$ cat config.mk
export PLATFORM = sky130hd
export DESIGN_NAME = byte_lane_qual
export DESIGN_NICKNAME = d
export VERILOG_FILES = /design/src/rtl/bq_pkg.sv /design/src/rtl/bq_lane_window.sv /design/src/rtl/bq_addr_capture.sv /design/src/rtl/bq_word_bank.sv /design/src/rtl/byte_lane_qual.sv
export SDC_FILE = /design/constraint.sdc
export NUM_CORES = 1
export LEC_CHECK = 0
export ABC_AREA = 0
export BUFFER_PORTS_ARGS = -buffer_cell sky130_fd_sc_hd__buf_2
export CORE_ASPECT_RATIO = 1.25
export CORE_MARGIN = 2
export CORE_UTILIZATION = 53
export CTS_BUF_LIST = sky130_fd_sc_hd__clkbuf_4
export CTS_CLUSTER_DIAMETER = 150
export DETAILED_ROUTE_END_ITERATION = 8
export PLACE_DENSITY = 0.75
export REMOVE_ABC_BUFFERS = 1
export SLEW_MARGIN = 10
export SYNTH_ARGS = -nofsm -noshare
export SYNTH_HDL_FRONTEND = slang
export SYNTH_SLANG_ARGS = --single-unit
$ cat constraint.sdc
create_clock -name clk -period 2.2 [get_ports clk]
set_clock_uncertainty 0.05 [all_clocks]
set_input_delay 0.44 -clock clk [delete_from_list [all_inputs] [get_ports clk]]
set_output_delay 0.44 -clock clk [all_outputs]
set_load 0.01 [all_outputs]
$ cat src/rtl/bq_pkg.sv
package bq_pkg;
  typedef enum logic [1:0] {
    END_LITTLE   = 2'b00,
    END_BYTE_INV = 2'b01,
    END_WORD_INV = 2'b10,
    END_RSVD     = 2'b11
  } endian_e;

  localparam logic [1:0] TR_IDLE   = 2'b00;
  localparam logic [1:0] TR_BUSY   = 2'b01;
  localparam logic [1:0] TR_NONSEQ = 2'b10;
  localparam logic [1:0] TR_SEQ    = 2'b11;
endpackage

$ cat src/rtl/bq_lane_window.sv
module bq_lane_window
  import bq_pkg::*;
#(
  parameter int LANES = 4,
  localparam int OFFW = $clog2(LANES)
) (
  input  logic [OFFW-1:0]  off,
  input  logic [2:0]       size,
  input  endian_e          mode,
  output logic [LANES-1:0] permit
);
  logic [2:0]       sz_eff;
  logic [LANES-1:0] linear;

  // Sizes at or beyond the bus width open the whole word.
  always_comb begin
    if (size > 3'(OFFW)) sz_eff = 3'(OFFW);
    else                 sz_eff = size;
  end

  genvar i;
  generate
    for (i = 0; i < LANES; i++) begin : g_lane
      localparam logic [OFFW-1:0] LIDX = OFFW'(i);
      // A lane is inside the window when it shares the aligned block of the offset.
      assign linear[i] = ((LIDX >> sz_eff) == (off >> sz_eff));
      // Word-invariant big-endian mirrors the lane order inside the word.
      assign permit[i] = (mode == END_WORD_INV) ? linear[LANES-1-i] : linear[i];
    end
  endgenerate
endmodule

$ cat src/rtl/bq_addr_capture.sv
module bq_addr_capture
  import bq_pkg::*;
#(
  parameter int LANES = 4,
  parameter int WORDS = 4,
  localparam int OFFW = $clog2(LANES),
  localparam int IDXW = $clog2(WORDS),
  localparam int AW   = OFFW + IDXW
) (
  input  logic            clk,
  input  logic            rst_n,
  input  logic            sel,
  input  logic            ready_in,
  input  logic            write,
  input  logic [1:0]      trans,
  input  logic [AW-1:0]   addr,
  input  logic [2:0]      size,
  output logic            dphase,
  output logic [OFFW-1:0] cap_off,
  output logic [IDXW-1:0] cap_idx,
  output logic [2:0]      cap_size
);
  logic take;

  assign take = sel && ready_in && write &&
                (trans == TR_NONSEQ || trans == TR_SEQ);

  always_ff @(posedge clk or negedge rst_n) begin
    if (!rst_n) begin
      dphase   <= 1'b0;
      cap_off  <= '0;
      cap_idx  <= '0;
      cap_size <= '0;
    end else if (ready_in) begin
      dphase <= take;
      if (take) begin
        cap_off  <= addr[OFFW-1:0];
        cap_idx  <= addr[AW-1:OFFW];
        cap_size <= size;
      end
    end
  end

  // a qualifying write address phase opens a data phase
  a_r1_capture_opens: assert property (@(posedge clk) disable iff (!rst_n)
    (sel && ready_in && write && trans[1]) |=> dphase);

  // no data phase follows a read while ready is high
  a_r1_read_ignored: assert property (@(posedge clk) disable iff (!rst_n)
    (ready_in && !write) |=> !dphase);

  // a stalled data phase keeps its captured control
  a_r11_stall_hold: assert property (@(posedge clk) disable iff (!rst_n)
    (dphase && !ready_in) |=> (dphase && $stable(cap_idx) && $stable(cap_off) && $stable(cap_size)));
endmodule

$ cat src/rtl/bq_word_bank.sv
module bq_word_bank #(
  parameter int LANES = 4,
  parameter int WORDS = 4,
  localparam int DW   = LANES * 8,
  localparam int IDXW = $clog2(WORDS)
) (
  input  logic             clk,
  input  logic             rst_n,
  input  logic [LANES-1:0] we,
  input  logic [IDXW-1:0]  idx,
  input  logic [DW-1:0]    wdata,
  input  logic [IDXW-1:0]  rd_idx,
  output logic [DW-1:0]    rd_data
);
  logic [DW-1:0]      mem [WORDS];
  logic [WORDS*8-1:0] col [LANES];

  always_ff @(posedge clk or negedge rst_n) begin
    if (!rst_n) begin
      for (int w = 0; w < WORDS; w++) mem[w] <= '0;
    end else begin
      for (int l = 0; l < LANES; l++)
        if (we[l]) mem[idx][8*l +: 8] <= wdata[8*l +: 8];
    end
  end

  assign rd_data = mem[rd_idx];

  // One column per lane across all words, for the lane-quiet checks.
  always_comb begin
    for (int l = 0; l < LANES; l++)
      for (int w = 0; w < WORDS; w++)
        col[l][8*w +: 8] = mem[w][8*l +: 8];
  end

  genvar g;
  generate
    for (g = 0; g < LANES; g++) begin : g_quiet
      // a lane without enable keeps its stored bytes in every word
      a_r3_lane_quiet: assert property (@(posedge clk) disable iff (!rst_n)
        !we[g] |=> $stable(col[g]));
    end
  endgenerate
endmodule

$ cat src/rtl/byte_lane_qual.sv
module byte_lane_qual
  import bq_pkg::*;
#(
  parameter int LANES = 4,
  parameter int WORDS = 4,
  localparam int OFFW = $clog2(LANES),
  localparam int IDXW = $clog2(WORDS),
  localparam int AW   = OFFW + IDXW,
  localparam int DW   = LANES * 8
) (
  input  logic             clk,
  input  logic             rst_n,
  input  logic [1:0]       endian_mode,
  input  logic             bus_sel,
  input  logic             bus_ready_in,
  input  logic             bus_write,
  input  logic [1:0]       bus_trans,
  input  logic [AW-1:0]    bus_addr,
  input  logic [2:0]       bus_size,
  input  logic [DW-1:0]    bus_wdata,
  input  logic [LANES-1:0] bus_wstrb,
  output logic [LANES-1:0] lane_we,
  input  logic [IDXW-1:0]  rd_idx,
  output logic [DW-1:0]    rd_data
);
  logic             dphase;
  logic [OFFW-1:0]  cap_off;
  logic [IDXW-1:0]  cap_idx;
  logic [2:0]       cap_size;
  logic [LANES-1:0] permit;
  endian_e          mode;

  assign mode = endian_e'(endian_mode);

  bq_addr_capture #(.LANES(LANES), .WORDS(WORDS)) u_cap (
    .clk(clk), .rst_n(rst_n), .sel(bus_sel), .ready_in(bus_ready_in),
    .write(bus_write), .trans(bus_trans), .addr(bus_addr), .size(bus_size),
    .dphase(dphase), .cap_off(cap_off), .cap_idx(cap_idx), .cap_size(cap_size)
  );

  bq_lane_window #(.LANES(LANES)) u_win (
    .off(cap_off), .size(cap_size), .mode(mode), .permit(permit)
  );

  assign lane_we = (dphase && bus_ready_in) ? (permit & bus_wstrb) : '0;

  bq_word_bank #(.LANES(LANES), .WORDS(WORDS)) u_bank (
    .clk(clk), .rst_n(rst_n), .we(lane_we), .idx(cap_idx),
    .wdata(bus_wdata), .rd_idx(rd_idx), .rd_data(rd_data)
  );

  // enables appear only in a live data phase
  a_r2_we_in_dphase: assert property (@(posedge clk) disable iff (!rst_n)
    (|lane_we) |-> (dphase && bus_ready_in));

  // a byte transfer enables at most one lane
  a_r5_byte_single: assert property (@(posedge clk) disable iff (!rst_n)
    (cap_size == 3'd0) |-> $onehot0(lane_we));

  // a halfword transfer enables at most two lanes
  a_r5_half_pair: assert property (@(posedge clk) disable iff (!rst_n)
    (cap_size == 3'd1) |-> ($countones(lane_we) <= 2));

  // mirrored mode keeps a low-half halfword off the low lanes
  a_r7_wi_half_high: assert property (@(posedge clk) disable iff (!rst_n)
    (mode == END_WORD_INV && cap_size == 3'd1 && !cap_off[OFFW-1])
      |-> (lane_we[LANES/2-1:0] == '0));
endmodule

## Word level (Yosys, flattened, before mapping)

Index checks and enable logic that the tools add are counted.

- Order comparisons: 4
- Muxes and demuxes: 25
- Multipliers: 0
- Shift operators: 5
- Equality and inequality tests: 7
- Bitwise logic cells: 3
- Reductions and logical operators: 7
- $add $sub $neg: 0
- Divide/modulo/power cells: 0

Operators with widths:

| operator | number |
|---|---|
| $bwmux W128 | 4 |
| $mux W128 | 4 |
| $demux W32 S2 | 4 |
| $mux W32 | 3 |
| $bmux W32 S2 | 1 |
| $mux W24 | 1 |
| $mux W16 | 1 |
| $eq A2 B2 Y1 | 4 |
| $mux W8 | 1 |
| $eq A2 B2 Y1 const B | 3 |
| $ge A3 B3 Y1 const B | 2 |
| $not A2 Y3 | 2 |
| $shr A1 B3 Y2 const A | 2 |
| $shr A2 B3 Y2 const A | 2 |
| $logic_and A1 B1 Y1 | 5 |
| $and A4 B4 Y4 | 1 |
| $mux W1 | 4 |
| $mux W4 | 1 |
| $gt A3 B2 Y1 const B | 1 |
| $lt A3 B1 Y1 const B | 1 |
| $mux W3 | 1 |
| $shr A2 B3 Y2 | 1 |
| $reduce_and A2 Y1 | 1 |
| $logic_or A1 B1 Y1 | 1 |

- Memory bits (writable): 0
- Logic and storage cells: 59
- Output and inout port bits: 36
- Memories kept: 0
- Register bits: 136
- Memory bits (read-only): 0
- Bits in latches: 0
- Input port bits: 54

## Depth between registers and ports, before layout

Gate-level depths: netlist (run 1).

- Word-level depth: 14
- Mapped depth: 5
- Gate-level depth less buffers: 4

## By module

From an unflattened synthesis (run 1), not the netlist that was laid out.

- Cells, all modules: 348
- Area, all modules: 6,090.8 um2

By module, submodules not included:

| module | instances | cells an instance | seq. area each (um2) | area an instance (um2) |
|---|---|---|---|---|
| bq_word_bank | 1 | 315 | 3,203.1 | 5,679.2 |
| bq_addr_capture | 1 | 18 | 200.2 | 309.0 |
| bq_lane_window | 1 | 11 | 0.0 | 67.6 |
| byte_lane_qual | 1 | 4 | 0.0 | 35.0 |

## Worst setup path after synthesis (run 1)

Ideal clock, no wire load.

- Path kind: input to register
- Start point: input bus_ready_in
- End point: register u_bank.mem, in the netlist u_bank.col[64]
- Stages on the path: 5
- Data arrival time: 1.842 ns
- Path buffers: 1
- Library setup time: 0.125 ns
- Required time: 2.025 ns
- Slack: 0.183 ns
- Cells stage by stage: buf_2 nand2_2 or3_1 nor3_4 mux2_4

- Word-level cells in the longest chain between the ends: 9

Ends and longest elaborated chain:

| what | RTL line | source |
|---|---|---|
| from (decl) | byte_lane_qual.sv:15 | `input logic bus_ready_in,` |
| $logic_and A1 B1 Y1 (*) | byte_lane_qual.sv:45 | `assign lane_we = (dphase && bus_ready_in) ? (permit & bus_wstrb) : '0;` |
| $mux W4 (*) | byte_lane_qual.sv:45 |  |
| $mux W128 | bq_word_bank.sv:23 | `if (we[l]) mem[idx][8*l +: 8] <= wdata[8*l +: 8];` |
| $bwmux W128 | bq_word_bank.sv:23 |  |
| $mux W128 | bq_word_bank.sv:23 |  |
| $bwmux W128 | bq_word_bank.sv:23 |  |
| $mux W128 | bq_word_bank.sv:23 |  |
| $bwmux W128 | bq_word_bank.sv:23 |  |
| $mux W128 (*) | bq_word_bank.sv:23 |  |
| to (signal, indexed assignment) | bq_word_bank.sv:23 |  |
| to (decl) | bq_word_bank.sv:15 | `logic [DW-1:0] mem [WORDS];` |

Every way passes the cells marked *; elsewhere a longest branch is shown, timed or not.
A chain may end at the register's enable or synchronous reset.

## Worst setup path after layout (run 1)

- Start point: register u_cap.cap_size[2]
- End point: output lane_we[2]

- Word-level cells in the longest chain between the ends: 7
- Elaborated cells between the ends (all ways): 10
- Classes of those cells: order compare (1); eq/ne (2); shift (3); mux (3); bitwise (1)

Ends and longest elaborated chain:

| what | RTL line | source |
|---|---|---|
| from (decl) | bq_addr_capture.sv:21 | `output logic [2:0] cap_size` |
| from (signal assigned) | bq_addr_capture.sv:39 | `cap_size <= size;` |
| $gt A3 B2 Y1 | bq_lane_window.sv:17 | `if (size > 3'(OFFW)) sz_eff = 3'(OFFW);` |
| $mux W3 (*) | bq_lane_window.sv:17 |  |
| $shr A2 B3 Y2 or $shr A1 B3 Y2 (tied branches) | bq_lane_window.sv:26 | `assign linear[i] = ((LIDX >> sz_eff) == (off >> sz_eff));` |
| $eq A2 B2 Y1 | bq_lane_window.sv:26 |  |
| $mux W1 (*) | bq_lane_window.sv:28 | `assign permit[i] = (mode == END_WORD_INV) ? linear[LANES-1-i] : linear[i];` |
| $and A4 B4 Y4 (*) | byte_lane_qual.sv:45 |  |
| $mux W4 (*) | byte_lane_qual.sv:45 |  |
| to (decl) | byte_lane_qual.sv:22 | `output logic [LANES-1:0] lane_we,` |

Marked as above.

==> flow_summary.json, run 1 <==
{
  "ys_warn_count": 0,
  "holdWs_ns": 0.0992,
  "hold_violations": 0,
  "start_util_pct": 53.6,
  "met3_length_um": 496,
  "setup_viol": 4,
  "nFillCells": 880,
  "critical_path_class": "register to output port",
  "fmaxAchievable_mhz": 428,
  "cpMaxStageDelayCell": "dfrtp_2",
  "clock_power_share_pct": 27.4,
  "overflow": 0,
  "seq_area_um2": 3410,
  "setup_ws_ns": -0.138,
  "synth.distinct_cells": 38,
  "cts_root_buf": "clkbuf_4",
  "p_sw_share_pct": 27.3,
  "cp_cell_sequence": "buf_4 -> buf_4 -> a2111oi_4 -> buf_6 -> nor3_2 -> buf_2",
  "io_buffers": 88,
  "fp.dieW_um": 103,
  "finalCriticalPeriod_ns": 2.34,
  "dr.max_layer_used": "met4",
  "routed_wl_mm": 13.6,
  "synth.top_cell.area_share_pct": 52.7,
  "clock_path_buffers": 2,
  "seqPwrFrac_pct": 48.7,
  "synth_seq_cells": 136,
  "drv_cap": 0,
  "syn_inst": 365,
  "postRouteAntennaNets": 0,
  "powerDensity_nw_per_um2": 856,
  "rsz0062_at_grt": "true",
  "die_area_um2": 13100,
  "hpwl_mm": 9.15,
  "fin_nets": 569,
  "drv_slew": 0,
  "ios": 90,
  "synth_edf_count": 0,
  "wl_per_cell_um": 19.6,
  "drc": 0,
  "cts_max_level": 4,
  "die_y_um": 127,
  "drtIter0Drc": 135,
  "hold_class": "input pin to register",
  "dpl.cell_count": 640,
  "core_area_um2": 12000,
  "cts_tree": "built",
  "cts.sinks": 136,
  "cp_num_buf_inv": 4,
  "wl_met1_mm": 5.66,
  "p_sw_w": 0.00186,
  "grt_use_total_pct": 22.5,
  "rows": 45,
  "synth_area_leaders": "dfrtp_1 53%, mux2_4 15%, mux4_2 11%, mux2_2 9.2%, mux2_1 3.1%",
  "yosysSeqAreaShare_pct": 52.7,
  "grt_antenna_before_repair": 3,
  "clk_pin_slew_ns": 0.12,
  "gp_congestion": 0.775,
  "clk_latency_ns": 0.52,
  "numCtsBuffers": 17,
  "wl_met2_mm": 7.15,
  "grt_pass1_vias": 4287,
  "grt_pass1_wl_mm": 22.0,
  "leakagePower_nw": 3.84,
  "end_kind": "output port",
  "crit_arrival_ns": 1.85,
  "ys_async_sr_fraction_pct": 100,
  "via_per_inst": 5.53,
  "grt_start_max_net_pins": 45,
  "path_delay_family": "buffers and inverters",
  "drtPass1Iterations": 4,
  "vdd_ir_drop_max_uv": 359,
  "vias": 3840,
  "worst_slew_pin_slew_ns": 0.639,
  "multi_input_area_um2": 3060,
  "slowest_delay_ns": 0.47,
  "yosysTopAreaCell": "dfrtp_1",
  "drive_gt1_share_pct": 67.4,
  "ys.flop_type": "dfrtp_1",
  "start_kind": "register",
  "slew-limit-headroom_pct": 57.3,
  "setup_tns_ns": -0.432,
  "status": "finished with violations",
  "crit_path_frequent_cell": "buf_4",
  "combPwrFrac_pct": 24.0,
  "worstPathMaxFanout": 5,
  "syn_to_final_growth_pct": 23.6,
  "syn_area_um2": 6460,
  "p_int_w": 0.00497,
  "period_share_pct": 106,
  "syn_avg_cell_area_um2": 17.7,
  "cp.required_ns": 1.71,
  "layout.cells.non_filler": 694,
  "violations": "setup timing"
}
-- layer usage --
layer	GRT usage, %	up-vias
met4	9.06	0
met1	27.6	2016
met5	0	-
met3	4.98	21
li1	-	1717
met2	38.5	86
-- per-stage QoR --
stage	area [um2]	total power, W	utilization (%)	setup WS [ns]
floorplan	6420	0.00431	-	0.244
global placement	7430	0.00476	61.6	0.0343
CTS	7980	0.00688	66.2	-0.121
finish	7990	0.00684	66.3	-0.138
detailed placement	7430	0.00486	61.6	-0.0249
global route	7990	0.00718	66.3	-0.234
-- path summary, 6_finish.rpt --
kind,startpoint,endpoint,slack (ns),depth (start not counted)
hold reg to reg,u_bank.col[127]$_DFFE_PN0P_,u_bank.col[127]$_DFFE_PN0P_,0.46,1
setup / recovery,u_cap.cap_size[2]$_DFFE_PN0P_,lane_we[2],-0.14,6
max in group asynchronous,rst_n,u_cap.cap_off[0]$_DFFE_PN0P_,1.04,3
setup reg to reg,u_cap.cap_size[0]$_DFFE_PN0P_,u_bank.col[94]$_DFFE_PN0P_,0.09,6
hold / removal,bus_addr[3],u_cap.cap_idx[1]$_DFFE_PN0P_,0.1,2
min in group asynchronous,rst_n,u_bank.col[125]$_DFFE_PN0P_,0.38,2
-- worst register-to-register path, cell delays in order (launching register included) --
cell	delay, ns
dfrtp_1	0.47
o21ba_4	0.28
buf_4	0.14
o41ai_4	0.52
nor3_4	0.07
buf_12	0.17
mux2_4	0.30
-- sequential cells by signal, summed over array words and instances (netlist names) --
signal / cells
u_bank.col: 128
u_cap.cap_off: 2
u_cap.cap_size: 3
u_cap.dphase: 1
u_cap.cap_idx: 2
-- final cells by class --
type	instances	share of cell area [%]
Timing Repair Buffer	141	12.2
Clock inverter	14	2.46
Multi-Input combinational cell	218	38.3
Antenna cell	2	0.0626
Clock buffer	18	1.69
Inverter	1	0.0470
Tap cell	164	2.57
Sequential cell	136	42.7
-- power groups by stage --
| stage | sequential (W) | combinational (W) | clock (W) |
|---|---|---|---|
| 4_1_cts | 0.00332 | 0.00164 | 0.00192 |
| 3_3_place_gp | 0.00333 | 0.00143 | 0 |
| 6_report | 0.00333 | 0.00164 | 0.00187 |
| 3_5_place_dp | 0.00337 | 0.00149 | 0 |
| 5_1_grt | 0.00339 | 0.00176 | 0.00204 |
| 2_1_floorplan | 0.00327 | 0.00104 | 0 |
-- cells in the final DEF (no fill, tap or decap), types with 4 or more instances in the layout --
| cell | Yosys | final |
|---|---|---|
| dfrtp_1 | 136 | 132 |
| buf_2 | 4 | 87 |
| mux2_4 | 64 | 64 |
| mux2_2 | 53 | 53 |
| buf_4 | 1 | 38 |
| mux4_2 | 32 | 32 |
| mux2_1 | 18 | 18 |
| clkbuf_4 | 0 | 18 |
| buf_12 | 0 | 9 |
| nor3_4 | 8 | 8 |
| buf_6 | 0 | 6 |
| nand3_1 | 6 | 4 |
| bufinv_16 | 0 | 4 |
| dfrtp_2 | 0 | 4 |
-- synthesized netlist by cell type, types with 2 or more instances --
master and instances:
nand4b_1 2, nor2b_1 2, mux2_1 18, o41ai_4 2, mux4_2 32, clkbuf_1 3, buf_1 2, nand3_1 6
nor3b_1 2, nand4_1 2, o21ai_0 2, nor3_4 8, nor3_1 3, nor2_1 2, mux2_4 64, buf_2 4
dfrtp_1 136, nand4_2 3, mux2_2 53
-- repair_timing --
| item | CTS | global route |
|---|---|---|
| pin swaps | 5 | 2 |
| hold endpoints to repair | 41 | 0 |
| resized for setup | 19 | 2 |
| setup endpoints to repair | 4 | 4 |
| buffers inserted | 19 | 0 |
| hold buffers | 1 | 0 |
-- cells by family after synthesis --
logic type | synth area share, %
AND/OR/NAND/NOR | 5.59
multiplexers | 38.4
buffers and inverters | 0.774
flip-flops | 52.7
AO/OA/AOI/OAI | 2.59
No activity file was read; power rests on OpenSTA's default activity.
==> run 2, diff against run 1 <==
- clock period: 2.2 -> 2.5 ns (I/O delays scaled with it)
==> flow_summary.json, run 2 (same netlist as run 1, synthesis figures left out) <==
{
  "io_buffers": 88,
  "routed_wl_mm": 13.8,
  "rr_endpoint": "u_bank.col[84]$_DFFE_PN0P_",
  "p_int_w": 0.00413,
  "rsz0062_at_grt": "true",
  "grt_pass1_wl_mm": 21.8,
  "crit_path_start": "u_cap.cap_off[0]$_DFFE_PN0P_",
  "p_sw_w": 0.00161,
  "power.total_w": 0.00573,
  "drc": 0,
  "cp_num_buf_inv": 1,
  "grt_antenna_before_repair": 1,
  "ff2ff_path_depth": 6,
  "end_kind": "output port",
  "largest_register_ffs": 128,
  "clock_path_buffers": 2,
  "fin_nets": 554,
  "overflow": 0,
  "hold_violations": 0,
  "multi_input_area_um2": 3040,
  "layout_common_cells": "131 x dfrtp_1, 87 x buf_2, 64 x mux2_4, 53 x mux2_2, 33 x buf_4",
  "clock_power_share_pct": 24.3,
  "drv_slew": 0,
  "ios": 90,
  "wl_per_cell_um": 20.3,
  "clk_pin_slew_ns": 0.11,
  "place_ws_ns": 0.204,
  "regToRegStartpoint": "u_cap.cap_off[0]$_DFFE_PN0P_",
  "cts.sinks": 136,
  "slew-limit-headroom_pct": 54.5,
  "violations": "setup timing",
  "powerDensity_nw_per_um2": 743,
  "rows": 45,
  "leakagePower_nw": 3.71,
  "critical_path_class": "register to output port",
  "seqPwrFrac_pct": 50.8,
  "endpoint": "lane_we[0]",
  "setup_viol": 1,
  "final_common_cell": "dfrtp_1",
  "slowest_delay_ns": 0.45,
  "cpMaxStageDelayCell": "dfrtp_2",
  "clk_latency_ns": 0.52,
  "cp_num_cells": 5,
  "drive_gt1_share_pct": 65.4,
  "fmaxAchievable_mhz": 398,
  "finalCriticalPeriod_ns": 2.51,
  "cp_cell_sequence": "nor2b_4 -> o211ai_2 -> nand2_1 -> a211oi_2 -> buf_2",
  "reg2reg_slack_ns": 0.25,
  "cp.required_ns": 1.95,
  "hpwl_mm": 8.99,
  "via_per_inst": 5.62,
  "numCtsBuffers": 17,
  "vias": 3807,
  "start_util_pct": 53.6,
  "nFillCells": 905,
  "cts_tree": "built",
  "worstPathMaxFanout": 5,
  "dpl.cell_count": 627,
  "core_area_um2": 12000,
  "setup_ws_ns": -0.0143,
  "drtIter0Drc": 113,
  "hold_class": "input pin to register",
  "period_share_pct": 101,
  "start_kind": "register",
  "p_sw_share_pct": 28.0,
  "grt_use_total_pct": 22.2,
  "grt_start_max_net_pins": 48,
  "combPwrFrac_pct": 24.9,
  "drv_cap": 0,
  "cts_max_level": 4,
  "grt_pass1_vias": 4058,
  "vdd_ir_drop_max_uv": 313,
  "syn_to_final_growth_pct": 19.3,
  "gp_congestion": 0.781,
  "crit_arrival_ns": 1.96,
  "layout.cells.non_filler": 677,
  "cts_root_buf": "clkbuf_4",
  "seq_area_um2": 3410,
  "status": "finished with violations",
  "worst_slew_pin_slew_ns": 0.681,
  "postRouteAntennaNets": 0,
  "die_y_um": 127,
  "drtPass1Iterations": 4,
  "path_delay_family": "compound AO/OA/AOI/OAI gates",
  "die_area_um2": 13100,
  "fp.dieW_um": 103
}
==> run 2: cell types whose count changed in the layout (fill, tap and decap cells not counted), moves of 2 or more <==
| cell | before | now |
|---|---|---|
| buf_12 | 9 | 4 |
| buf_4 | 38 | 33 |
| buf_6 | 6 | 1 |
| clkinv_1 | 0 | 3 |
| inv_6 | 3 | 0 |
| bufinv_16 | 4 | 2 |
| nor3_1 | 1 | 3 |
| nor3_2 | 2 | 0 |
| o21ai_2 | 0 | 2 |
==> run 2: stage by stage <==
stage | TNS, ns | utilization [%] | instance area, um2 | hold WS (ns)
after floorplan | 0 | - | 6420 | 0.154
after global placement | 0 | 60.3 | 7270 | 0.418
after detailed placement | 0 | 60.3 | 7270 | 0.427
after CTS | -0.0771 | 63.4 | 7640 | 0.104
after global routing | -0.238 | 64.0 | 7710 | 0.124
final | -0.0143 | 64.0 | 7710 | 0.153
==> run 2: worst min path at each step <==
stage	startpoint	cells past startpoint	slack [ns]	to
after floorplan	rst_n	0	0.15	u_bank.col[0]$_DFFE_PN0P_
after global placement	u_bank.col[13]$_DFFE_PN0P_	1	0.42	u_bank.col[13]$_DFFE_PN0P_
after detailed placement	u_bank.col[120]$_DFFE_PN0P_	1	0.43	u_bank.col[120]$_DFFE_PN0P_
after CTS	bus_addr[0]	2	0.10	u_cap.cap_off[0]$_DFFE_PN0P_
after global routing	bus_size[2]	2	0.12	u_cap.cap_size[2]$_DFFE_PN0P_
final	bus_addr[0]	2	0.15	u_cap.cap_off[0]$_DFFE_PN0P_
==> run 2: power by group through the flow <==
stage / Sequential (W) / Clock, W / Combinational [W]
finish: 0.00292 / 0.00139 / 0.00142
global route: 0.00297 / 0.00153 / 0.00153
CTS: 0.00291 / 0.00144 / 0.00138
detailed placement: 0.00297 / 0 / 0.00129
global placement: 0.00293 / 0 / 0.00124
floorplan: 0.00288 / 0 / 0.000919
==> run 2: repair_timing <==
item / in CTS / in global routing
hold buffers: 1 / 0
endpoints found under the hold margin: 43 / 0
setup endpoints to repair: 4 / 3
gates resized for setup: 6 / 8
buffers inserted: 12 / 5
pin swaps: 0 / 4
==> run 2: area by class of cell <==
class	instances	area share [%]
clock inverters	13	1.72
flip-flops and latches	136	44.2
multi-input cells	218	39.4
repair buffers	126	10.2
clock buffers	18	1.75
inverters	1	0.0487
diodes	1	0.0324
well taps	164	2.66
==> run 2: routing by layer <==
layer / routed length [um] / share of wire, % / vias to the layer above / global-route usage, %
li1: - / - / 1689 / -
met1: 5950 / 43 / 2012 / 30.2
met2: 7040 / 51 / 86 / 35.7
met3: 495 / 3.6 / 20 / 4.92
met4: 268 / 1.9 / 0 / 7.51
met5: 0 / 0 / - / 0
==> run 3, diff against run 2 <==
- CORE_MARGIN: 2 -> default
- CORE_UTILIZATION: 53 -> 50
- PLACE_DENSITY: 0.75 -> 0.71
==> flow_summary.json, run 3 (same netlist as run 1, synthesis figures left out) <==
{
  "status": "complete, no violations",
  "cts.sinks": 136,
  "grt_pass1_vias": 4082,
  "ios": 90,
  "cts_max_level": 4,
  "die_area_um2": 13400,
  "drv_slew": 0,
  "dpl.cell_count": 631,
  "clk_latency_ns": 0.52,
  "die_y_um": 129,
  "gp_congestion": 0.780,
  "slew-limit-headroom_pct": 52.0,
  "drtPass1Iterations": 4,
  "fmaxAchievable_mhz": 411,
  "cp_cell_sequence": "nor2b_2 -> o211ai_2 -> nand2_1 -> a211oi_2 -> buf_2",
  "grt.met2_usage_pct": 36.3,
  "end_kind": "output port",
  "finalCriticalPeriod_ns": 2.43,
  "place_ws_ns": 0.248,
  "cts_tree": "built",
  "cpMaxStageDelayCell": "dfrtp_2",
  "nFillCells": 1027,
  "setup_ws_ns": 0.0689,
  "fin_nets": 544,
  "rows": 46,
  "leakagePower_nw": 3.65,
  "cts_root_buf": "clkbuf_4",
  "drv_cap": 0,
  "seqPwrFrac_pct": 53.2,
  "routed_wl_mm": 13.2,
  "final_common_cell": "dfrtp_1",
  "grt_use_total_pct": 21.3,
  "crit_arrival_ns": 1.88,
  "multi_input_area_um2": 3040,
  "drive_gt1_share_pct": 65.0,
  "layout_common_cells": "133 x dfrtp_1, 87 x buf_2, 64 x mux2_4, 53 x mux2_2, 32 x mux4_2",
  "slowest_delay_ns": 0.47,
  "p_sw_share_pct": 29.0,
  "p_sw_w": 0.00159,
  "seq_area_um2": 3410,
  "io_buffers": 88,
  "critical_path_class": "register to output port",
  "vias": 3713,
  "wl_per_cell_um": 19.6,
  "clock_path_buffers": 2,
  "cp.required_ns": 1.95,
  "drc": 0,
  "hpwl_mm": 9.17,
  "layout.cells.non_filler": 672,
  "holdWs_ns": 0.155,
  "power.total_w": 0.00549,
  "hold_class": "input pin to register",
  "grt_util_met1_pct": 25.8,
  "start_kind": "register",
  "period_share_pct": 97.2,
  "hold_violations": 0,
  "syn_to_final_growth_pct": 18.2,
  "overflow": 0,
  "clock_power_share_pct": 22.4,
  "core_area_um2": 12700,
  "busiest_layer": "met2",
  "worstPathMaxFanout": 5,
  "grt_start_max_net_pins": 53,
  "vdd_ir_drop_max_uv": 382,
  "setup_viol": 0,
  "combPwrFrac_pct": 24.5,
  "powerDensity_nw_per_um2": 719,
  "start_util_pct": 51.0,
  "largest_register_ffs": 128,
  "drtIter0Drc": 96,
  "grt_pass1_wl_mm": 21.4,
  "postRouteAntennaNets": 0,
  "numCtsBuffers": 17,
  "via_per_inst": 5.53,
  "grt_antenna_before_repair": 1,
  "worst_slew_pin_slew_ns": 0.721,
  "rsz0062_at_grt": "true",
  "p_int_w": 0.00390,
  "fp.dieW_um": 104,
  "grt_util_met3_pct": 5.33,
  "clk_pin_slew_ns": 0.11
}
run 3: layout make-up:
class,count,share of cell area [%]
diodes,1,0.0328
clock buffers,18,1.77
clock inverters,14,1.33
repair buffers,116,9.66
multi-input cells,218,39.8
flip-flops and latches,136,44.6
inverters,1,0.0491
well taps,168,2.75
run 3: metal layers:
layer | vias up | routed length, um
met3 | 22 | 536
met4 | 0 | 299
met5 | - | 0
li1 | 1661 | -
met1 | 1953 | 5360
met2 | 77 | 6970
run 3: final timing paths:
path | startpoint | endpoint | slack (ns) | cells after the start
setup / recovery | u_cap.cap_off[0]$_DFFE_PN0P_ | lane_we[0] | 0.07 | 5
setup reg to reg | u_cap.cap_off[1]$_DFFE_PN0P_ | u_bank.col[61]$_DFFE_PN0P_ | 0.45 | 7
hold reg to reg | u_bank.col[13]$_DFFE_PN0P_ | u_bank.col[13]$_DFFE_PN0P_ | 0.45 | 1
hold / removal | bus_size[2] | u_cap.cap_size[2]$_DFFE_PN0P_ | 0.15 | 2
max in group asynchronous | rst_n | u_bank.col[29]$_DFFE_PN0P_ | 1.27 | 3
min in group asynchronous | rst_n | u_bank.col[118]$_DFFE_PN0P_ | 0.50 | 2
run 3: worst max-delay path: cells and delay by family (launching register included):
family          cells  cell delay [ns]
compound gates      2             0.42
buf+inv             1             0.18
flops               1             0.47
simple gates        2             0.29
run 3: timing repair:
action	in CTS	in global routing
hold endpoints to repair	49	0
setup endpoints to repair	3	4
hold buffers	1	0
buffers inserted	1	6
pin swaps	0	3
gates resized for setup	6	7
run 3: metrics by stage:
| step | util [%] | TNS, ns | area [um2] |
|---|---|---|---|
| 5_1_grt | 60.3 | -0.0715 | 7640 |
| 3_5_place_dp | 57.6 | 0 | 7300 |
| 2_1_floorplan | - | 0 | 6420 |
| 4_1_cts | 59.8 | -0.0156 | 7570 |
| 6_report | 60.3 | 0 | 7640 |
| 3_3_place_gp | 57.6 | 0 | 7300 |
run 3: power groups by stage:
| stage | Combinational (W) | Clock [W] | Sequential, W |
|---|---|---|---|
| after floorplan | 0.000919 | 0 | 0.00288 |
| after global placement | 0.00127 | 0 | 0.00291 |
| after detailed placement | 0.00133 | 0 | 0.00295 |
| after CTS | 0.00134 | 0.00127 | 0.00291 |
| after global routing | 0.00145 | 0.00137 | 0.00298 |
| final | 0.00134 | 0.00123 | 0.00292 |
